==> src/rtl/ctr_pkg.sv <==
package ctr_pkg;
  localparam int unsigned CTR_W  = 16;
  localparam int unsigned ADDR_W = 2;

  typedef enum logic [ADDR_W-1:0] {
    A_CTRL   = 2'd0,
    A_RELOAD = 2'd1,
    A_COUNT  = 2'd2
  } reg_addr_e;

  localparam int unsigned B_MODE = 0;
  localparam int unsigned B_IEN  = 1;
  localparam int unsigned B_RUN  = 2;
  localparam int unsigned B_XEN  = 3;
  localparam int unsigned B_DIR  = 4;
  localparam int unsigned B_OVF  = 6;
  localparam int unsigned B_EXT  = 7;

  typedef struct packed {
    logic dir_en;
    logic ext_en;
    logic run;
    logic irq_en;
    logic cap_mode;
  } ctrl_t;
endpackage

==> src/rtl/ctr_pin_sync.sv <==
module ctr_pin_sync #(
  parameter int unsigned STAGES = 2
) (
  input  logic clk_i,
  input  logic rst_ni,
  input  logic pin_i,
  output logic level_o,
  output logic fall_o
);
  logic [STAGES-1:0] chain_q;
  logic              prev_q;

  generate
    for (genvar i = 0; i < STAGES; i++) begin : g_stage
      if (i == 0) begin : g_first
        always_ff @(posedge clk_i or negedge rst_ni)
          if (!rst_ni) chain_q[0] <= 1'b0;
          else         chain_q[0] <= pin_i;
      end else begin : g_next
        always_ff @(posedge clk_i or negedge rst_ni)
          if (!rst_ni) chain_q[i] <= 1'b0;
          else         chain_q[i] <= chain_q[i-1];
      end
    end
  endgenerate

  always_ff @(posedge clk_i or negedge rst_ni)
    if (!rst_ni) prev_q <= 1'b0;
    else         prev_q <= chain_q[STAGES-1];

  assign level_o = chain_q[STAGES-1];
  assign fall_o  = prev_q & ~chain_q[STAGES-1];

  // one fall pulse cannot repeat on the next cycle
  p_single_fall_r5: assert property (@(posedge clk_i) disable iff (!rst_ni)
    fall_o |=> !fall_o);
endmodule

==> src/rtl/ctr_count_core.sv <==
module ctr_count_core #(
  parameter int unsigned W = 16
) (
  input  logic         clk_i,
  input  logic         rst_ni,
  input  logic         run_i,
  input  logic         up_i,
  input  logic         sw_wr_i,
  input  logic [W-1:0] sw_data_i,
  input  logic         zero_i,
  input  logic [W-1:0] reload_i,
  output logic [W-1:0] cnt_o,
  output logic         wrap_o
);
  localparam logic [W-1:0] MAX = {W{1'b1}};

  logic [W-1:0] cnt_q, cnt_d;
  logic         at_end;

  assign at_end = up_i ? (cnt_q == MAX) : (cnt_q == reload_i);
  assign wrap_o = run_i & ~sw_wr_i & ~zero_i & at_end;

  always_comb begin
    cnt_d = cnt_q;
    if (sw_wr_i)     cnt_d = sw_data_i;
    else if (zero_i) cnt_d = '0;
    else if (run_i) begin
      if (up_i) cnt_d = at_end ? reload_i : cnt_q + 1'b1;
      else      cnt_d = at_end ? MAX      : cnt_q - 1'b1;
    end
  end

  always_ff @(posedge clk_i or negedge rst_ni)
    if (!rst_ni) cnt_q <= '0;
    else         cnt_q <= cnt_d;

  assign cnt_o = cnt_q;

  p_halt_hold_r2: assert property (@(posedge clk_i) disable iff (!rst_ni)
    (!run_i && !sw_wr_i && !zero_i) |=> $stable(cnt_q));

  p_up_wrap_r3: assert property (@(posedge clk_i) disable iff (!rst_ni)
    (run_i && up_i && !sw_wr_i && !zero_i && cnt_q == MAX) |=> cnt_q == $past(reload_i));

  p_down_wrap_r4: assert property (@(posedge clk_i) disable iff (!rst_ni)
    (run_i && !up_i && !sw_wr_i && !zero_i && cnt_q == reload_i) |=> cnt_q == MAX);

  p_zero_r6: assert property (@(posedge clk_i) disable iff (!rst_ni)
    (zero_i && !sw_wr_i) |=> cnt_q == '0);
endmodule

==> src/rtl/ctr_ctrl_reg.sv <==
module ctr_ctrl_reg
  import ctr_pkg::*;
#(
  parameter int unsigned DW = 16
) (
  input  logic          clk_i,
  input  logic          rst_ni,
  input  logic          wr_i,
  input  logic [DW-1:0] wdata_i,
  input  logic          ovf_set_i,
  input  logic          ext_set_i,
  output ctrl_t         ctrl_o,
  output logic          ovf_o,
  output logic          ext_o,
  output logic [DW-1:0] word_o
);
  ctrl_t ctrl_q;
  logic  ovf_q, ext_q;

  always_ff @(posedge clk_i or negedge rst_ni) begin
    if (!rst_ni) begin
      ctrl_q <= '0;
      ovf_q  <= 1'b0;
      ext_q  <= 1'b0;
    end else begin
      if (wr_i) begin
        ctrl_q.cap_mode <= wdata_i[B_MODE];
        ctrl_q.irq_en   <= wdata_i[B_IEN];
        ctrl_q.run      <= wdata_i[B_RUN];
        ctrl_q.ext_en   <= wdata_i[B_XEN];
        ctrl_q.dir_en   <= wdata_i[B_DIR];
      end
      // writes only clear; hardware set wins
      ovf_q <= (ovf_q & ~(wr_i & ~wdata_i[B_OVF])) | ovf_set_i;
      ext_q <= (ext_q & ~(wr_i & ~wdata_i[B_EXT])) | ext_set_i;
    end
  end

  always_comb begin
    word_o         = '0;
    word_o[B_MODE] = ctrl_q.cap_mode;
    word_o[B_IEN]  = ctrl_q.irq_en;
    word_o[B_RUN]  = ctrl_q.run;
    word_o[B_XEN]  = ctrl_q.ext_en;
    word_o[B_DIR]  = ctrl_q.dir_en;
    word_o[B_OVF]  = ovf_q;
    word_o[B_EXT]  = ext_q;
  end

  assign ctrl_o = ctrl_q;
  assign ovf_o  = ovf_q;
  assign ext_o  = ext_q;

  p_ovf_sticky_r10: assert property (@(posedge clk_i) disable iff (!rst_ni)
    (ovf_q && !(wr_i && !wdata_i[B_OVF])) |=> ovf_q);

  p_set_wins_r10: assert property (@(posedge clk_i) disable iff (!rst_ni)
    ovf_set_i |=> ovf_q);

  p_ext_quiet_r7: assert property (@(posedge clk_i) disable iff (!rst_ni)
    (!ctrl_q.ext_en && !ext_q) |=> !ext_q);
endmodule

==> src/rtl/dir_cap_timer.sv <==
module dir_cap_timer
  import ctr_pkg::*;
#(
  parameter int unsigned W       = CTR_W,
  parameter int unsigned AW      = ADDR_W,
  parameter int unsigned SYNC_ST = 2
) (
  input  logic          clk_i,
  input  logic          rst_ni,
  input  logic          reg_we_i,
  input  logic [AW-1:0] reg_addr_i,
  input  logic [W-1:0]  reg_wdata_i,
  output logic [W-1:0]  reg_rdata_o,
  input  logic          ext_pin_i,
  input  logic          pwm_en_i,
  input  logic          clk_out_en_i,
  output logic          ovf_flag_o,
  output logic          ext_flag_o,
  output logic          irq_o
);
  ctrl_t        ctrl;
  logic [W-1:0] ctrl_word, cnt, reload_q, rdata_q;
  logic         pin_lvl, pin_fall, ext_evt, ext_zero, capture, wrap, up;
  logic         wr_ctrl, wr_reload, wr_cnt;

  assign wr_ctrl   = reg_we_i && reg_addr_i == AW'(A_CTRL);
  assign wr_reload = reg_we_i && reg_addr_i == AW'(A_RELOAD);
  assign wr_cnt    = reg_we_i && reg_addr_i == AW'(A_COUNT);

  ctr_pin_sync #(.STAGES(SYNC_ST)) u_sync (
    .clk_i  (clk_i),
    .rst_ni (rst_ni),
    .pin_i  (ext_pin_i),
    .level_o(pin_lvl),
    .fall_o (pin_fall)
  );

  // pin drives events only when it is not the direction input
  assign ext_evt  = ctrl.ext_en & ~ctrl.dir_en & pin_fall;
  assign capture  = ext_evt & ctrl.cap_mode;
  assign ext_zero = ext_evt & ~ctrl.cap_mode & ~pwm_en_i;
  assign up       = ~ctrl.dir_en | pin_lvl;

  ctr_count_core #(.W(W)) u_core (
    .clk_i    (clk_i),
    .rst_ni   (rst_ni),
    .run_i    (ctrl.run),
    .up_i     (up),
    .sw_wr_i  (wr_cnt),
    .sw_data_i(reg_wdata_i),
    .zero_i   (ext_zero),
    .reload_i (reload_q),
    .cnt_o    (cnt),
    .wrap_o   (wrap)
  );

  ctr_ctrl_reg #(.DW(W)) u_ctrl (
    .clk_i    (clk_i),
    .rst_ni   (rst_ni),
    .wr_i     (wr_ctrl),
    .wdata_i  (reg_wdata_i),
    .ovf_set_i(wrap),
    .ext_set_i(ext_evt),
    .ctrl_o   (ctrl),
    .ovf_o    (ovf_flag_o),
    .ext_o    (ext_flag_o),
    .word_o   (ctrl_word)
  );

  always_ff @(posedge clk_i or negedge rst_ni)
    if (!rst_ni)        reload_q <= '0;
    else if (capture)   reload_q <= cnt;
    else if (wr_reload) reload_q <= reg_wdata_i;

  always_ff @(posedge clk_i or negedge rst_ni) begin
    if (!rst_ni) rdata_q <= '0;
    else begin
      case (reg_addr_i)
        AW'(A_CTRL):   rdata_q <= ctrl_word;
        AW'(A_RELOAD): rdata_q <= reload_q;
        AW'(A_COUNT):  rdata_q <= cnt;
        default:       rdata_q <= '0;
      endcase
    end
  end
  assign reg_rdata_o = rdata_q;

  assign irq_o = ctrl.irq_en & ((ovf_flag_o & ~clk_out_en_i) | ext_flag_o);

  p_irq_mask_r12: assert property (@(posedge clk_i) disable iff (!rst_ni)
    (clk_out_en_i && !ext_flag_o) |-> !irq_o);

  p_irq_gate_r11: assert property (@(posedge clk_i) disable iff (!rst_ni)
    !ctrl.irq_en |-> !irq_o);

  p_capture_r5: assert property (@(posedge clk_i) disable iff (!rst_ni)
    capture |=> reload_q == $past(cnt));

  p_dir_no_event_r9: assert property (@(posedge clk_i) disable iff (!rst_ni)
    (ctrl.dir_en && !wr_reload) |=> $stable(reload_q));
endmodule

==> config.mk <==
export PLATFORM = sky130hd
export DESIGN_NAME = dir_cap_timer
export DESIGN_NICKNAME = d
export VERILOG_FILES = /design/src/rtl/ctr_pkg.sv /design/src/rtl/ctr_pin_sync.sv /design/src/rtl/ctr_count_core.sv /design/src/rtl/ctr_ctrl_reg.sv /design/src/rtl/dir_cap_timer.sv
export SDC_FILE = /design/constraint.sdc
export NUM_CORES = 1
export LEC_CHECK = 0
export ABC_CLOCK_PERIOD_IN_PS = 2600
export BUFFER_PORTS_ARGS = -buffer_cell sky130_fd_sc_hd__buf_2
export CAP_MARGIN = 20
export CELL_PAD_IN_SITES_DETAIL_PLACEMENT = 0
export CELL_PAD_IN_SITES_GLOBAL_PLACEMENT = 1
export CORE_MARGIN = 4
export CORE_UTILIZATION = 45
export DETAILED_ROUTE_END_ITERATION = 8
export GPL_TIMING_DRIVEN = 0
export PLACE_DENSITY_LB_ADDON = 0.05
export SYNTH_ARGS = -nofsm -noshare
export SYNTH_HDL_FRONTEND = slang
export SYNTH_HIERARCHICAL = 1
export SYNTH_SLANG_ARGS = --single-unit
==> constraint.sdc <==
create_clock -name clk_i -period 2.6 [get_ports clk_i]
set_input_delay 0.78 -clock clk_i [delete_from_list [all_inputs] [get_ports clk_i]]
set_output_delay 0.78 -clock clk_i [all_outputs]
set_load 0.005 [all_outputs]
==> results of run 1 <==
==> stage by stage <==
stage / hold slack, ns / setup TNS (ns) / total power [mW] / util
2_1_floorplan: 0.331 / 0 / 2.58 / -
3_3_place_gp: 0.344 / -4.56 / 3.06 / 0.504
3_5_place_dp: 0.338 / -5.02 / 3.10 / 0.506
4_1_cts: 0.364 / 0 / 3.97 / 0.530
5_1_grt: 0.366 / 0 / 4.25 / 0.530
6_report: 0.359 / 0 / 3.97 / 0.530
==> cell usage in the layout, fill, tap and decap left out, types with 10 or more instances in the layout <==
cell,instances
a22oi_1,17
buf_4,21
buf_2,58
nor4_1,18
mux2i_1,17
nand2_1,64
a21oi_1,27
nor2_1,33
dfrtp_1,58
clkbuf_8,10
o21ai_0,18
xnor2_1,16
a31oi_1,18
o31ai_1,14
==> report_power, final <==
part	leakage (nW)	total [mW]	internal (mW)	switching (mW)
Clock	0.0945	0.861	0.468	0.393
Sequential	0.723	1.53	1.16	0.371
Combinational	1.28	1.58	0.714	0.865
Total	2.10	3.97	2.34	1.63
==> critical path: stages <==
cell and delay, ns:
buf_2 0.11, buf_6 0.17, buf_6 0.18, and3b_1 0.39
nor3_2 0.15, a22o_1 0.26, or3_1 0.32, o32ai_1 0.24
nor2_1 0.06
==> final timing paths <==
| path | slack (ns) | start | endpoint |
|---|---|---|---|
| max in group asynchronous | 1.52 | rst_ni | reload_q[7] |
| worst min-delay path | 0.36 | u_sync/chain_q[0] | u_sync/level_o |
| min in group asynchronous | 0.47 | rst_ni | reg_rdata_o[14] |
| worst min register to register | 0.36 | u_sync/chain_q[0] | u_sync/level_o |
| worst max-delay path | 0.15 | reg_addr_i[1] | u_core/cnt_o[1] |
| worst max register to register | 0.21 | u_sync/level_o | u_core/cnt_o[14] |
==> metal layers <==
metal / up-vias / part of all wire / global-route usage
met3: 15 / 0.050 / 0.0328
met5: - / 0 / 0
met4: 0 / 0.017 / 0.0686
met2: 101 / 0.45 / 0.357
met1: 1714 / 0.48 / 0.330
li1: 1724 / - / -
==> layout make-up <==
class | instances | share of cell area
multi-input cells | 337 | 0.471
flip-flops and latches | 58 | 0.317
plain buffers | 55 | 0.0848
repair buffers | 43 | 0.0503
clock buffers | 10 | 0.0301
well taps | 108 | 0.0295
clock inverters | 6 | 0.0145
inverters | 3 | 0.00246
==> registers in the layout (all words and copies together), names as in the netlist <==
name,count
u_ctrl/ext_o,1
reg_rdata_o,16
u_sync/chain_q,1
reload_q,16
u_core/cnt_o,16
u_sync/level_o,1
u_ctrl/ctrl_o,5
u_sync/prev_q,1
u_ctrl/ovf_o,1
==> kinds of logic after synthesis <==
group,synth area share
compound gates,0.195
xor+xnor,0.0485
fa+ha+maj,0.00630
buf+inv,0.101
flops,0.365
mux,0.0617
other cells,0.000944
simple gates,0.221
==> run_results.csv, run 1 <==
group,metric,value,unit
job,drv_cap,0,
power,p_per_area,867,mW/mm2
floorplanning,die_h,102,um
logic_synthesis,syn_area_per_cell,8.91,um2
clock_tree,cts_sinks,58,
timing,setup_viol,0,
timing,setup_slack,0.148,ns
floorplanning,initial_utilization,0.460,
layout,fin_cells,620,
timing,hold_violations,0,
logic_synthesis,syn-cell-area,0.00397,mm2
clock_tree,path_clk_slew,0.07,ns
placement,dp.cells,605,
clock_tree,ctsResizeCount,1,
grt,grt.overflow.total,0,
routing,vias,3554,
critical_path,crit_type,"primary input to flip-flop",
logic_synthesis,synthFlopType,"dfrtp_1",
timing,max_clock_freq,0.408,GHz
layout,fin_nets,533,
logic_synthesis,synth-edff-count,0,
critical_path,crit_arrival,2.68,ns
clock_tree,cts_buffer_depth,2,
clock_tree,cts_root_buf,"clkbuf_8",
logic_synthesis,synth.distinct_cells,59,
clock_tree,worstSkewPairLatency,0.35,ns
routing,wl_per_cell,18.5,um
logic_synthesis,yosys-top-cells-count,"nand2_1 (64), dfrtp_1 (58), nor2_1 (33)",
layout,fillers,832,
grt,grt_use_total,0.229,
critical_path,crit_path_end_kind,"flip-flop",
timing,rsz0062_at_grt,"false",
routing,wirelength,11500,um
logic_synthesis,yosysSeqAreaShare,0.365,
layout,area_growth,15.1,%
timing,period_share,0.943,
timing,finalCriticalPeriod,2.45,ns
grt,grt_pass1_vias,3418,
logic_synthesis,netlist_instances,446,
placement,place_ws,-0.462,ns
floorplanning,core,0.00864,mm2
critical_path,reg2reg_depth,9,
grt,antenna_found_initial,0,
critical_path,cp_max_fo,10,
logic_synthesis,post-synth-top-count-cell,"nand2_1",
placement,dp_hpwl,8790,um
layout,final_area,0.00458,mm2
routing,ant_nets,0,
floorplanning,ios,43,
critical_path,worstPathRequired,2.82,ns
timing,slew_headroom,0.552,
logic_synthesis,async_flop_share,1.00,
worst_hold_path,hp-class,"flip-flop to flip-flop",
layout,drive_gt1_frac,0.242,
logic_synthesis,yosysTopAreaCellShare,0.365,
routing,vias_per_cell,5.73,
routing,drtPass1Iterations,5,
layout,multi_input_area,0.00216,mm2
clock_tree,cts_tree,"yes",
logic_synthesis,synth_seq_cells,58,
floorplanning,die_w,102,um
layout,n_antenna_cell,0,
timing,slew_viol_final,0,
clock_tree,cts_hold_buf,0,
logic_synthesis,yosys_warnings,6,
grt,grt_pass1_wl,18200,um
logic_synthesis,synthTopCellsByArea,"dfrtp_1 (37%), nand2_1 (6.0%), mux2i_1 (4.3%), buf_4 (4.0%), xnor2_1 (3.5%)",
clock_tree,cts_made_buffers,9,
timing,finClkSkew,0.0118,ns
critical_path,cp-start-kind,"primary input",
worst_hold_path,hold_depth,0,
placement,io_buffer_count,42,
placement,gp_congestion,0.854,
power,leakagePower,2.10,nW
placement,place_area,0.00437,mm2
logic_synthesis,yosys.area.top_type,"dfrtp_1",
power,vdd_ir_drop_max,0.367,mV
clock_tree,cts.htree.levels,3,
layout,ff_latch_area,0.00145,mm2
routing,drc_errors,0,
grt,grt_max_degree,34,
status,status,"completed",
clock_tree,postCtsSetupRepairBufs,0,
floorplanning,die-area,0.0104,mm2
timing,worstMarginPinSlew,0.666,ns
routing,drt_iter0_drc,171,
floorplanning,rows,34,
Power figures use the tool's default switching activity.
==> run 2: changes to the inputs <==
- CORE_MARGIN: 4 -> 2
- CTS_CLUSTER_SIZE: unset -> 20
==> run 2 against run 1 <==
  * Sequential cell count is the same
  * Largest power group unchanged
  * Highest routed layer unchanged
  * Routed wire length shrank 0.60%
  * Critical path type unchanged
  * Clock power shrank 13%
  * Sequential power is essentially flat
==> run_results.csv, run 2 (synthesized netlist as in run 1, its figures left out) <==
group,metric,value,unit
worst_hold_path,hold_depth,0,
layout,layout_common_cells,"nand2_1 (64), buf_2 (58), dfrtp_1 (58)",
grt,grt_pass1_wl,19000,um
placement,dp_hpwl,8680,um
critical_path,reg2reg_slack,0.22,ns
routing,vias_per_cell,5.75,
layout,layout_commonest_cell,"nand2_1",
layout,fin_cells,620,
critical_path,crit_arrival,2.62,ns
layout,fillers,853,
routing,wirelength,11400,um
job,drv_cap,0,
floorplanning,die-area,0.00960,mm2
clock_tree,cts_root_buf,"clkbuf_8",
routing,drc_errors,0,
routing,vias,3568,
placement,io_buffer_count,42,
timing,period_share,0.918,
grt,use_met1,0.358,
critical_path,reg2reg_depth,9,
grt,grt_max_degree,31,
clock_tree,cts_tree,"yes",
clock_tree,postCtsSetupRepairBufs,0,
routing,wl_per_cell,18.4,um
timing,rsz0062_at_grt,"false",
floorplanning,die_w,98.0,um
clock_tree,cts_buffer_depth,2,
timing,hold_violations,0,
layout,drive_gt1_frac,0.240,
critical_path,crit_type,"primary input to flip-flop",
layout,fin_nets,533,
timing,worstMarginPinSlew,0.692,ns
floorplanning,die_h,98.0,um
grt,use_met3,0.0480,
timing,slew_viol_final,0,
layout,multi_input_area,0.00216,mm2
grt,antenna_found_initial,0,
layout,ff_latch_area,0.00145,mm2
routing,drtPass1Iterations,6,
clock_tree,worstSkewPairLatency,0.35,ns
timing,max_clock_freq,0.419,GHz
clock_tree,cts_sinks,58,
floorplanning,ios,43,
layout,area_growth,14.3,%
clock_tree,cts.htree.levels,3,
status,status,"completed",
placement,dp.cells,605,
clock_tree,cts_made_buffers,9,
layout,n_antenna_cell,0,
clock_tree,ctsResizeCount,1,
worst_hold_path,hp-class,"flip-flop to flip-flop",
critical_path,crit_path_end_kind,"flip-flop",
power,vdd_ir_drop_max,0.293,mV
timing,whs,0.358,ns
critical_path,worstPathRequired,2.84,ns
grt,grt_pass1_vias,3550,
floorplanning,initial_utilization,0.460,
critical_path,cp-start-kind,"primary input",
power,leakagePower,2.08,nW
timing,finalCriticalPeriod,2.39,ns
grt,grt.overflow.total,0,
critical_path,cp_max_fo,10,
timing,slew_headroom,0.539,
floorplanning,rows,34,
power,p_total,3.86,mW
power,p_per_area,850,mW/mm2
timing,finClkSkew,0.0127,ns
placement,gp_congestion,0.834,
floorplanning,core,0.00864,mm2
clock_tree,cts_hold_buf,0,
routing,ant_nets,0,
grt,gr-usage-met2,0.395,
routing,drt_iter0_drc,205,
clock_tree,path_clk_slew,0.08,ns
grt,grt_use_total,0.251,
grt,grt.busiest_layer,"met2",
timing,setup_viol,0,
-- run 2: metrics by stage --
stage / setup slack, ns / area, um2 / utilization / TNS (ns)
after global placement: -0.420 / 4350 / 0.504 / -4.59
after detailed placement: -0.431 / 4370 / 0.506 / -4.93
final: 0.213 / 4540 / 0.526 / 0
after floorplan: 0.0918 / 4000 / - / 0
after global routing: 0.0768 / 4540 / 0.526 / 0
after CTS: 0.0548 / 4550 / 0.526 / 0
-- run 2: where the power goes --
group	internal, mW	switching [mW]	leakage, nW
combinational	0.713	0.870	1.27
clock	0.366	0.385	0.0851
sequential	1.16	0.371	0.723
-- run 2: area by class of cell --
| cell class | count | share of cell area |
|---|---|---|
| clock buffers | 11 | 0.0311 |
| repair buffers | 43 | 0.0507 |
| clock inverters | 5 | 0.00661 |
| multi-input cells | 337 | 0.475 |
| well taps | 108 | 0.0297 |
| inverters | 3 | 0.00248 |
| flip-flops and latches | 58 | 0.319 |
| plain buffers | 55 | 0.0851 |
-- run 2: worst paths after layout --
kind,end,from
setup reg to reg,u_core/cnt_o[9],u_sync/level_o
hold reg to reg,u_sync/level_o,u_sync/chain_q[0]
hold / removal,u_sync/level_o,u_sync/chain_q[0]
min in group asynchronous,u_sync/chain_q[0],rst_ni
setup / recovery,u_ctrl/ovf_o,reg_addr_i[1]
max in group asynchronous,u_core/cnt_o[9],rst_ni
-- run 2: critical path, cell delays in order --
cell      delay, ns
buf_2          0.11
buf_6          0.17
buf_6          0.18
and3b_2        0.32
nor2_1         0.07
nand2_1        0.20
clkbuf_1       0.46
nor2_1         0.14
a21o_1         0.18
-- run 2: metal layers --
metal | wire length (um) | share of wire
met2 | 5160 | 0.45
met5 | 0 | 0
met3 | 534 | 0.047
met1 | 5540 | 0.49
met4 | 167 | 0.015
==> run 3: changes to the inputs <==
- RECOVER_POWER: unset -> 25
- SETUP_SLACK_MARGIN: unset -> 0.5
==> run 3 against run 2 <==
  * Sequential cell count stayed put
  * Sequential share of layout area is 3.4 points lower
  * Global-route usage is 0.56 points lower
==> run_results.csv, run 3 (synthesized netlist as in run 1, its figures left out) <==
group,metric,value,unit
worst_hold_path,holdCritStartpoint,"u_sync/chain_q[0]",
worst_hold_path,hold_depth,0,
floorplanning,initial_utilization,0.460,
grt,antenna_found_initial,0,
grt,grt_max_degree,38,
critical_path,cp_slowest_cell,"dfrtp_1",
timing,hold_violations,0,
critical_path,crit_arrival,2.34,ns
critical_path,reg2reg_slack,0.48,ns
placement,place_area,0.00440,mm2
routing,vias_per_cell,5.70,
timing,whs,0.355,ns
clock_tree,worstSkewPairLatency,0.35,ns
status,status,"completed",
clock_tree,cts.htree.levels,3,
routing,drt_iter0_drc,222,
clock_tree,cts_made_buffers,9,
routing,vias,3639,
floorplanning,die-area,0.00960,mm2
routing,drtPass1Iterations,5,
clock_tree,cts_buffer_depth,2,
clock_tree,cts_root_buf,"clkbuf_8",
placement,gp_congestion,0.855,
critical_path,reg2reg_depth,9,
floorplanning,die_w,98.0,um
grt,grt_pass1_vias,3411,
layout,drive_gt1_frac,0.332,
critical_path,slowest_delay,0.41,ns
routing,wirelength,11900,um
layout,area_growth,28.3,%
clock_tree,path_clk_slew,0.07,ns
clock_tree,cts_sinks,58,
placement,place_ws,-0.0649,ns
routing,drc_errors,0,
routing,wl_per_cell,18.6,um
critical_path,cp-start-kind,"flip-flop",
critical_path,crit_path_end_kind,"flip-flop",
clock_tree,cts_hold_buf,0,
power,leakagePower,2.29,nW
timing,slew_headroom,0.139,
timing,period_share,0.816,
floorplanning,die_h,98.0,um
critical_path,crit_type,"flip-flop to flip-flop",
critical_path,worstPathRequired,2.82,ns
worst_hold_path,hp-class,"flip-flop to flip-flop",
timing,setup_slack,0.479,ns
critical_path,timing.rr.start,"u_sync/level_o",
floorplanning,ios,43,
timing,setup_viol,0,
floorplanning,rows,34,
critical_path,r2r-end,"u_core/cnt_o[1]",
critical_path,crit_chain,"nand2b_4, buf_12, buf_12, buf_12, inv_1, clkbuf_4, nand2_1, a221oi_1, nor2_1",
clock_tree,cts_tree,"yes",
layout,layout_commonest_cell,"nand2_1",
timing,finClkSkew,0.0103,ns
worst_hold_path,min_to,"u_sync/level_o",
placement,dp_hpwl,8560,um
critical_path,cp_common_cell,"buf_12",
layout,layout_common_cells,"nand2_1 (62), dfrtp_1 (55), buf_2 (53)",
job,drv_cap,0,
timing,rsz0062_at_grt,"true",
grt,grt_use_total,0.246,
floorplanning,core,0.00864,mm2
layout,fin_nets,551,
power,p_per_area,846,mW/mm2
layout,final_area,0.00510,mm2
routing,ant_nets,0,
timing,worstMarginPinSlew,1.29,ns
grt,grt.overflow.total,0,
critical_path,cp_max_fo,10,
placement,io_buffer_count,42,
timing,fin_tns_setup,0,ns
timing,slew_viol_final,0,
power,vdd_ir_drop_max,0.338,mV
critical_path,crit_start,"u_sync/level_o",
timing,finalCriticalPeriod,2.12,ns
layout,final_util,0.590,
timing,max_clock_freq,0.471,GHz
grt,grt_pass1_wl,18500,um
layout,n_antenna_cell,0,
-- run 3: per-stage QoR --
step	total power, mW	instances
final	4.31	638
after global routing	4.58	638
after global placement	3.07	604
after floorplan	2.59	454
after CTS	4.12	630
after detailed placement	3.10	605
-- run 3: per-layer routing --
layer / track usage / share of wire / vias up
met3: 0.0301 / 0.046 / 16
met1: 0.353 / 0.47 / 1749
met4: 0.0865 / 0.020 / 0
met5: 0 / 0 / -
met2: 0.384 / 0.46 / 118
li1: - / - / 1756
-- run 3: power breakdown --
group	total, mW	internal, mW	leakage, nW	switching, mW
clock	0.938	0.563	0.109	0.375
combinational	1.82	0.857	1.46	0.960
sequential	1.56	1.16	0.719	0.397
-- run 3: worst max path at each step --
stage | to | slack [ns] | cells after the start
2_1_floorplan | u_core/cnt_o[1] | 0.27 | 9
3_3_place_gp | u_core/cnt_o[1] | -0.07 | 7
3_5_place_dp | u_core/cnt_o[1] | -0.06 | 7
4_1_cts | u_core/cnt_o[14] | 0.50 | 10
5_1_grt | u_core/cnt_o[14] | 0.39 | 10
6_report | u_core/cnt_o[1] | 0.48 | 9
-- run 3: worst max-delay path, delay by kind of cell (launching register included) --
kind            cells  cell delay (ns)
simple gates        3             0.32
buf+inv             5             0.97
flops               1             0.41
compound gates      1             0.28
-- run 3: layout make-up --
cell class	instances	area [um2]
fill	760	3540
multi-input combinational	337	2390
sequential	58	1460
buffer	56	480
timing repair buffer	60	412
clock buffer	11	141
tap	108	135
clock inverter	5	77.6
inverter	3	11.3
-- run 3: repair_timing --
action                                  in CTS  in global routing
buffers inserted                             9                  4
endpoints found under the setup margin      17                 16
cloned                                       0                  4
pin swaps                                    5                 10
resized for setup                           25                 45
